$ cat config.mk
export PLATFORM = sky130hd
export DESIGN_NAME = dual_cmp_timer
export DESIGN_NICKNAME = d
export VERILOG_FILES = /design/src/rtl/timer_pkg.sv /design/src/rtl/dct_ctrl.sv /design/src/rtl/dct_core.sv /design/src/rtl/dct_irq.sv /design/src/rtl/dual_cmp_timer.sv
export SDC_FILE = /design/constraint.sdc
export NUM_CORES = 1
export LEC_CHECK = 0
export CORE_MARGIN = 3
export CORE_UTILIZATION = 25
export CTS_CLUSTER_DIAMETER = 200
export DETAILED_ROUTE_END_ITERATION = 8
export PLACE_DENSITY = 0.4
export REMOVE_ABC_BUFFERS = 1
export SETUP_SLACK_MARGIN = 0.15
export SLEW_MARGIN = 20
export SYNTH_ARGS = -nofsm -noshare
export SYNTH_HDL_FRONTEND = slang
export SYNTH_SLANG_ARGS = --single-unit
$ cat constraint.sdc
create_clock -name clk -period 3.9 [get_ports clk]
set_input_delay 0.975 -clock clk [delete_from_list [all_inputs] [get_ports clk]]
set_output_delay 0.975 -clock clk [all_outputs]
set_load 0.05 [all_outputs]
$ cat src/rtl/timer_pkg.sv
package timer_pkg;
  localparam int REG_CTRL  = 0;
  localparam int REG_COUNT = 1;
  localparam int REG_LIMA  = 2;
  localparam int REG_LIMB  = 3;

  localparam int B_RUN  = 15;
  localparam int B_KEY  = 14;
  localparam int B_IEN  = 13;
  localparam int B_SEL  = 12;
  localparam int B_DONE = 5;
  localparam int B_DUAL = 1;
  localparam int B_FREE = 0;
endpackage

$ cat src/rtl/dct_ctrl.sv
module dct_ctrl (
  input  logic clk,
  input  logic rst,
  input  logic wr,
  input  logic w_run,
  input  logic w_key,
  input  logic w_ien,
  input  logic w_done,
  input  logic w_dual,
  input  logic w_free,
  input  logic term,
  output logic run,
  output logic ien,
  output logic sel_b,
  output logic done,
  output logic dual,
  output logic free
);
  logic last_phase;
  logic dual_nx;

  assign last_phase = term && !free && (!dual || sel_b);
  assign dual_nx    = wr ? w_dual : dual;

  always_ff @(posedge clk) begin
    if (rst) begin
      run   <= 1'b0;
      ien   <= 1'b0;
      sel_b <= 1'b0;
      done  <= 1'b0;
      dual  <= 1'b0;
      free  <= 1'b0;
    end else begin
      if (wr && w_key)
        run <= w_run;
      else if (last_phase)
        run <= 1'b0;

      if (wr) begin
        ien  <= w_ien;
        dual <= w_dual;
        free <= w_free;
      end

      if (!dual_nx)
        sel_b <= 1'b0;
      else if (term && dual)
        sel_b <= ~sel_b;

      if (term)
        done <= 1'b1;
      else if (wr && !w_done)
        done <= 1'b0;
    end
  end

  // run bit untouched by an unkeyed write when no terminal tick
  a_r3_run_guard: assert property (@(posedge clk) disable iff (rst)
    (wr && !w_key && !term) |=> $stable(run));
  // single mode keeps limit A selected
  a_r7_single_sel: assert property (@(posedge clk) disable iff (rst)
    !dual |-> !sel_b);
  // terminal tick always sets the completion flag
  a_r12_done_set: assert property (@(posedge clk) disable iff (rst)
    term |=> done);
  // single one-shot stops on its terminal tick
  a_r11_oneshot: assert property (@(posedge clk) disable iff (rst)
    (term && !free && !dual && !(wr && w_key)) |=> !run);
endmodule

$ cat src/rtl/dct_core.sv
module dct_core #(
  parameter int CNT_W = 16
) (
  input  logic             clk,
  input  logic             rst,
  input  logic             tick,
  input  logic             run,
  input  logic             sel_b,
  input  logic             wr_cnt,
  input  logic             wr_lima,
  input  logic             wr_limb,
  input  logic [CNT_W-1:0] wval,
  output logic [CNT_W-1:0] count,
  output logic [CNT_W-1:0] lim_a,
  output logic [CNT_W-1:0] lim_b,
  output logic             term
);
  logic [CNT_W-1:0] active;

  assign active = sel_b ? lim_b : lim_a;
  assign term   = tick && run && (count == active);

  always_ff @(posedge clk) begin
    if (rst) begin
      count <= '0;
      lim_a <= '0;
      lim_b <= '0;
    end else begin
      if (wr_lima) lim_a <= wval;
      if (wr_limb) lim_b <= wval;
      if (wr_cnt)
        count <= wval;
      else if (term)
        count <= '0;
      else if (tick && run)
        count <= count + 1'b1;
    end
  end

  // a stopped timer holds its count
  a_r5_frozen: assert property (@(posedge clk) disable iff (rst)
    (!run && !wr_cnt) |=> $stable(count));
  // terminal tick returns the count to zero
  a_r6_wrap: assert property (@(posedge clk) disable iff (rst)
    (term && !wr_cnt) |=> (count == '0));
  // a count write is taken over a tick
  a_r13_load: assert property (@(posedge clk) disable iff (rst)
    wr_cnt |=> (count == $past(wval)));
endmodule

$ cat src/rtl/dct_irq.sv
module dct_irq (
  input  logic clk,
  input  logic rst,
  input  logic term,
  input  logic ien,
  input  logic ack,
  output logic pend
);
  always_ff @(posedge clk) begin
    if (rst)
      pend <= 1'b0;
    else if (term && ien)
      pend <= 1'b1;
    else if (ack)
      pend <= 1'b0;
  end

  // request holds until acknowledged
  a_r10_hold: assert property (@(posedge clk) disable iff (rst)
    (pend && !ack) |=> pend);
  // new request beats an acknowledge
  a_r10_set_wins: assert property (@(posedge clk) disable iff (rst)
    (term && ien) |=> pend);
  // nothing raised while interrupts are off
  a_r9_quiet: assert property (@(posedge clk) disable iff (rst)
    (!pend && !ien) |=> !pend);
endmodule

$ cat src/rtl/dual_cmp_timer.sv
module dual_cmp_timer
  import timer_pkg::*;
#(
  parameter int CNT_W  = 16,
  parameter int DATA_W = 16,
  parameter int ADDR_W = 2
) (
  input  logic              clk,
  input  logic              rst,
  input  logic              tick,
  input  logic              irq_ack,
  input  logic [ADDR_W-1:0] bus_addr,
  input  logic              bus_we,
  input  logic [DATA_W-1:0] bus_wdata,
  output logic [DATA_W-1:0] bus_rdata,
  output logic              irq
);
  logic             wr_ctrl, wr_cnt, wr_lima, wr_limb;
  logic             run, ien, sel_b, done, dual, free, term;
  logic [CNT_W-1:0] count, lim_a, lim_b;
  logic [DATA_W-1:0] ctrl_word;
  logic             unused_wbits;

  assign wr_ctrl = bus_we && (bus_addr == ADDR_W'(REG_CTRL));
  assign wr_cnt  = bus_we && (bus_addr == ADDR_W'(REG_COUNT));
  assign wr_lima = bus_we && (bus_addr == ADDR_W'(REG_LIMA));
  assign wr_limb = bus_we && (bus_addr == ADDR_W'(REG_LIMB));
  assign unused_wbits = ^{bus_wdata[11:6], bus_wdata[4:2]};

  dct_ctrl u_ctrl (
    .clk    (clk),
    .rst    (rst),
    .wr     (wr_ctrl),
    .w_run  (bus_wdata[B_RUN]),
    .w_key  (bus_wdata[B_KEY]),
    .w_ien  (bus_wdata[B_IEN]),
    .w_done (bus_wdata[B_DONE]),
    .w_dual (bus_wdata[B_DUAL]),
    .w_free (bus_wdata[B_FREE]),
    .term   (term),
    .run    (run),
    .ien    (ien),
    .sel_b  (sel_b),
    .done   (done),
    .dual   (dual),
    .free   (free)
  );

  dct_core #(.CNT_W(CNT_W)) u_core (
    .clk     (clk),
    .rst     (rst),
    .tick    (tick),
    .run     (run),
    .sel_b   (sel_b),
    .wr_cnt  (wr_cnt),
    .wr_lima (wr_lima),
    .wr_limb (wr_limb),
    .wval    (bus_wdata[CNT_W-1:0]),
    .count   (count),
    .lim_a   (lim_a),
    .lim_b   (lim_b),
    .term    (term)
  );

  dct_irq u_irq (
    .clk  (clk),
    .rst  (rst),
    .term (term),
    .ien  (ien),
    .ack  (irq_ack),
    .pend (irq)
  );

  always_comb begin
    ctrl_word         = '0;
    ctrl_word[B_RUN]  = run;
    ctrl_word[B_IEN]  = ien;
    ctrl_word[B_SEL]  = sel_b;
    ctrl_word[B_DONE] = done;
    ctrl_word[B_DUAL] = dual;
    ctrl_word[B_FREE] = free;
  end

  always_ff @(posedge clk) begin
    if (rst)
      bus_rdata <= '0;
    else begin
      case (int'(bus_addr))
        REG_CTRL:  bus_rdata <= ctrl_word;
        REG_COUNT: bus_rdata <= DATA_W'(count);
        REG_LIMA:  bus_rdata <= DATA_W'(lim_a);
        REG_LIMB:  bus_rdata <= DATA_W'(lim_b);
        default:   bus_rdata <= '0;
      endcase
    end
  end

  // key bit never reads back
  a_r4_key_zero: assert property (@(posedge clk) disable iff (rst)
    ((bus_addr == ADDR_W'(REG_CTRL)) && (DATA_W > B_KEY)) |=> !bus_rdata[B_KEY]);
endmodule

## Word-level counts from Yosys, hierarchy flattened

Cells that the tools add are included.

- Input bits: 23
- Memories: 0
- Memory bits (read-only): 0
- RAM bits: 0
- Output and inout port bits: 17
- Bits in latches: 0
- Word-level logic and storage cells: 52
- Register bits after elaboration: 71

- Equal/unequal tests: 4
- $lt $le $gt $ge: 0
- Multiplexer cells: 12
- Multipliers: 0
- Bitwise logic cells: 2
- Div/mod/pow operators: 0
- Shift operators: 0
- $add $sub $neg: 1
- Reduce and logical (&&, ||, !) cells: 22

Operators by type and width:

| operator | count |
|---|---|
| $mux 16 | 4 |
| $pmux 16 s4 | 1 |
| $add 16x1->16 const B | 1 |
| $eq 16x16->1 | 1 |
| $logic_and 1x1->1 | 12 |
| $mux 1 | 7 |
| $reduce_bool 2->1 | 3 |
| $eq 2x2->1 const B | 2 |
| $logic_not 1->1 | 3 |
| $reduce_bool 3->1 | 1 |
| $eq 2x1->1 const B | 1 |
| $logic_not 2->1 | 1 |
| $not 1->1 | 2 |
| $reduce_or 2->1 | 1 |
| $logic_or 1x1->1 | 1 |

## Logic depth before layout (Yosys ltp)

- Word-level depth: 7
- Gate-level depth with buffers: 9
- Gate-level depth less buffers: 6

## By module

Synthesis repeated with hierarchy kept, for this count alone.

- Cell total of the unflattened synthesis: 375
- Area total of the unflattened synthesis: 3558.4 µm²

Modules (own cells, without submodules):

| module | area each (µm²) | cells an instance | sequential area each (µm²) | times used |
|---|---|---|---|---|
| dct_core | 2459.9 | 266 | 960.9 | 1 |
| dual_cmp_timer | 818.3 | 80 | 320.3 | 1 |
| dct_ctrl | 241.5 | 25 | 120.1 | 1 |
| dct_irq | 38.8 | 4 | 20.0 | 1 |

## Worst setup path after synthesis

OpenSTA, ideal clock, no wires.

- Path kind: input to register
- Start point: input port bus_addr[0]
- End point: register bus_rdata[3]
- Setup time: 128 ps
- Cell stages on the path: 5
- Setup slack: 1491 ps
- Buffers on the path: 2
- Data arrival time: 2281 ps
- Required time: 3772 ps
- Cell sequence: buf_1 -> clkbuf_1 -> mux2_2 -> a22oi_1 -> nor2_1

- Longest elaborated chain between the ends: 2
- Elaborated cells between the ends (all ways): 5
- Classes of those cells: eq/ne (3); mux (1); reduce/logical (1)

RTL lines:

| element | RTL line | RTL |
|---|---|---|
| start, declared | dual_cmp_timer.sv:12 | `input logic [ADDR_W-1:0] bus_addr,` |
| $eq 2x2->1 (tied with other cells) | dual_cmp_timer.sv:88 | `case (int'(bus_addr))` |
| $pmux 16 s4 (*) | dual_cmp_timer.sv:88 |  |
| end signal, assigned | dual_cmp_timer.sv:89 | `REG_CTRL: bus_rdata <= ctrl_word;` |
| end signal, assigned | dual_cmp_timer.sv:90 | `REG_COUNT: bus_rdata <= DATA_W'(count);` |
| end signal, assigned | dual_cmp_timer.sv:91 | `REG_LIMA: bus_rdata <= DATA_W'(lim_a);` |
| end, declared | dual_cmp_timer.sv:15 | `output logic [DATA_W-1:0] bus_rdata,` |

Mark *: on every way between the ends. The rest lies on a longest branch, timed or not.
A chain may end at the register's enable or synchronous reset.

## Final worst setup path

- Start point: input port tick
- End point: register u_core.count[15]

- Longest elaborated chain between the ends: 4
- Elaborated cells between the ends (all ways): 5
- Classes of those cells: mux (2); reduce/logical (3)

RTL lines:

| element | RTL line | RTL |
|---|---|---|
| start, declared | dual_cmp_timer.sv:10 | `input logic tick,` |
| $logic_and 1x1->1 (*) | dct_core.sv:21, dct_core.sv:35 |  |
| $logic_and 1x1->1 | dct_core.sv:21 | `assign term = tick && run && (count == active);` |
| $mux 16 | dct_core.sv:33 | `else if (term)` |
| $mux 16 | dct_core.sv:31 | `if (wr_cnt)` |
| end signal, assigned | dct_core.sv:32 | `count <= wval;` |
| end signal, assigned | dct_core.sv:36 | `count <= count + 1'b1;` |
| end, declared | dct_core.sv:13 | `output logic [CNT_W-1:0] count,` |

Marks and branches as above.

==> load_flow_metrics.sql <==
INSERT INTO impl_metrics (metric_group, metric, value, unit) VALUES
('synthesis', 'synth_top_area_frac', '0.415', ''),
('finish', 'final_cells', '612', ''),
('routing', 'routedWlPerCell', '16.7', 'um'),
('worst_setup_path', 'worst_r2r_endpoint', 'u_core.count[15]$_SDFFE_PP0P_', ''),
('worst_setup_path', 'crit_path_max_fanout', '15', ''),
('synthesis', 'synthCells', '403', ''),
('synthesis', 'synth_top_cell_by_area', 'dfxtp_1', ''),
('clock_tree', 'cts_tree', 'yes', ''),
('routing', 'first_iteration_detailed_routing_drc_count', '296', ''),
('power_and_ir_drop', 'p_leak', '1.49', 'nW'),
('clock_tree', 'clock_sink_total', '71', ''),
('synthesis', 'syn_avg_cell_area', '8.51', 'um2'),
('clock_tree', 'cts-buffers-inserted', '9', ''),
('power_and_ir_drop', 'switching_power', '0.434', 'mW'),
('worst_setup_path', 'r2r_slack', '1.23', 'ns'),
('sta', 'finalHoldViolCount', '0', ''),
('clock_tree', 'cts-root-buf', 'clkbuf_16', ''),
('power_and_ir_drop', 'sw_frac_of_total', '0.241', ''),
('outcome', 'status', 'completed', ''),
('finish', 'nets', '455', ''),
('finish', 'num_antenna_cells', '0', ''),
('placed_design', 'placed_cells', '596', ''),
('synthesis', 'post_synth_top_flop', 'dfxtp_1', ''),
('finish', 'post_route_cells_drive_above_1_share', '0.101', ''),
('worst_hold_path', 'min_path_type', 'register to register', ''),
('power_and_ir_drop', 'seq_power_share', '0.427', ''),
('synthesis', 'post_synth_num_cell_types', '38', ''),
('routing', 'drt.antenna.violating_nets', '0', ''),
('power_and_ir_drop', 'power_report.internal_total', '1.36', 'mW'),
('grt', 'first_global_vias', '2887', ''),
('placed_design', 'place_hpwl', '6670', 'um'),
('worst_setup_path', 'worst_ep_required_time', '4.09', 'ns'),
('sta', 'min_period', '2.89', 'ns'),
('worst_setup_path', 'worstSetupEndpointType', 'register', ''),
('placed_design', 'numPortBuffers', '39', ''),
('die', 'die_footprint', '0.0152', 'mm2'),
('synthesis', 'synth-async-reset-ratio', '0', ''),
('power_and_ir_drop', 'power.share.combinational', '0.093', ''),
('worst_setup_path', 'arrival', '3.08', 'ns'),
('grt', 'grt_start_max_net_pins', '71', ''),
('clock_tree', 'clock_path_buffers', '2', ''),
('routing', 'vias', '2904', ''),
('synthesis', 'synth-warning-count', '0', ''),
('clock_tree', 'ctsHoldBuffers', '0', ''),
('sta', 'slew_viol_final', '0', ''),
('synthesis', 'post_synth_main_area_contributors', 'dfxtp_1 41%, nand2_1 8.0%, a21oi_1 7.6%', ''),
('routing', 'totalWireLength', '10200', 'um'),
('clock_tree', 'worst_skew_pair_later_pin_latency', '0.34', 'ns'),
('worst_hold_path', 'hold_depth', '2', ''),
('synthesis', 'post_synth_most_frequent_cells', '73 x nand2_1, 71 x dfxtp_1, 52 x a21oi_1', ''),
('die', 'core_region_area', '0.0133', 'mm2'),
('synthesis', 'synth-edff-count', '0', ''),
('synthesis', 'synth_register_bits', '71', ''),
('die', 'num_rows', '42', ''),
('die', 'start_util', '0.257', ''),
('die', 'boundaryPins', '40', ''),
('grt', 'global_route.overflow_total', '0', ''),
('worst_setup_path', 'rr_worst_depth', '7', ''),
('sta', 'maxClockFrequency', '0.346', 'GHz'),
('clock_tree', 'clk_pin_slew_worst_paths', '0.06', 'ns'),
('placed_design', 'routabilityCongestion', '0.806', ''),
('die', 'die_height', '123', 'um'),
('worst_setup_path', 'worstSetupStartpointType', 'input port', ''),
('clock_tree', 'post-cts-setup-buffer-count', '0', ''),
('routing', 'drt-vias-per-instance', '4.75', ''),
('clock_tree', 'cts.htree.levels', '3', ''),
('die', 'die_w', '123', 'um'),
('power_and_ir_drop', 'pwr_density_cell', '420', 'mW/mm2'),
('power_and_ir_drop', 'irDropWorstVdd', '0.197', 'mV'),
('routing', 'drt_pre_antenna_iters', '4', ''),
('run', 'drv_cap', '0', '');
[worst max path at each step]
| stage | from | to | slack, ns | depth (start not counted) |
|---|---|---|---|---|
| after floorplan | u_ctrl.sel_b$_SDFFE_PP0P_ | u_core.count[15]$_SDFFE_PP0P_ | 1.38 | 6 |
| after global placement | tick | u_core.count[15]$_SDFFE_PP0P_ | 0.71 | 7 |
| after detailed placement | tick | u_core.count[15]$_SDFFE_PP0P_ | 0.64 | 7 |
| after CTS | tick | u_core.count[15]$_SDFFE_PP0P_ | 1.00 | 7 |
| after global routing | tick | u_core.count[15]$_SDFFE_PP0P_ | 0.83 | 7 |
| final | tick | u_core.count[15]$_SDFFE_PP0P_ | 1.01 | 7 |
[through the flow]
step	util	area (um2)	power (mW)	hold WS (ns)	worst slack (ns)
2_1_floorplan	-	3290	0.858	0.439	1.38
3_3_place_gp	0.297	3970	0.952	0.453	0.706
3_5_place_dp	0.297	3970	0.952	0.462	0.639
4_1_cts	0.321	4280	1.82	0.469	1.00
5_1_grt	0.321	4280	1.87	0.487	0.831
6_report	0.321	4280	1.80	0.465	1.01
[state kept, by name, summed over array words and instances (netlist names)]
| signal | flops |
|---|---|
| u_irq.pend | 1 |
| u_core.count | 16 |
| u_core.lim_a | 16 |
| u_ctrl.free | 1 |
| u_ctrl.done | 1 |
| u_ctrl.sel_b | 1 |
| u_ctrl.dual | 1 |
| bus_rdata | 16 |
| u_core.lim_b | 16 |
| u_ctrl.ien | 1 |
| u_ctrl.run | 1 |
[power groups by stage]
stage	Clock, mW	Sequential [mW]	Combinational (mW)
floorplan	0	0.789	0.0695
global placement	0	0.783	0.169
detailed placement	0	0.783	0.169
CTS	0.887	0.767	0.170
global route	0.917	0.770	0.184
finish	0.863	0.767	0.167
[cell type report]
type / instances / area, um2
well taps: 176 / 220
inverters: 7 / 26.3
clock inverters: 3 / 40.0
fillers: 1445 / 9070
multi-input cells: 293 / 1840
clock buffers: 13 / 270
flip-flops and latches: 71 / 1420
repair buffers: 49 / 460
[worst max-delay path, cell delays in order]
cell and delay, ns:
clkdlybuf4s50_1 0.51, nand3b_1 0.09, mux2i_1 0.18, nand4_1 0.10, or4_1 0.55, nand2_1 0.49
o22ai_1 0.17
[cell usage in the layout (no fill, tap or decap), types with 2 or more instances in the layout]
cell             count
clkbuf_8             3
nand4_1              7
buf_4               10
xor2_1              23
xnor2_1              6
clkbuf_16            9
a21oi_1             52
o22ai_1             15
mux2i_1             18
o21ai_0              2
mux4_2               6
nand3_1              9
nand2_1             73
nor2_1              21
mux2_2              10
clkinv_2             2
nor2b_1              7
a22oi_1             10
and3_1              18
inv_1                7
dfxtp_1             71
clkdlybuf4s50_1     38
[cells by family (layout without fill, tap and decap cells)]
kind of cell | after synthesis | in the layout | share of synthesized area
buf+inv | 39 | 72 | 0.0485
flops | 71 | 71 | 0.415
compound gates | 84 | 84 | 0.139
xor+xnor | 29 | 29 | 0.0741
simple gates | 145 | 145 | 0.195
fa+ha+maj | 1 | 1 | 0.00365
mux | 34 | 34 | 0.125
[metal layers]
| metal | vias to the layer above | share of wire | track usage |
|---|---|---|---|
| met5 | - | 0 | 0 |
| met4 | 0 | 0.019 | 0.0637 |
| met3 | 13 | 0.036 | 0.0261 |
| met2 | 55 | 0.44 | 0.215 |
| met1 | 1380 | 0.50 | 0.202 |
| li1 | 1456 | - | - |
No activity file was read; power rests on OpenSTA's default activity.
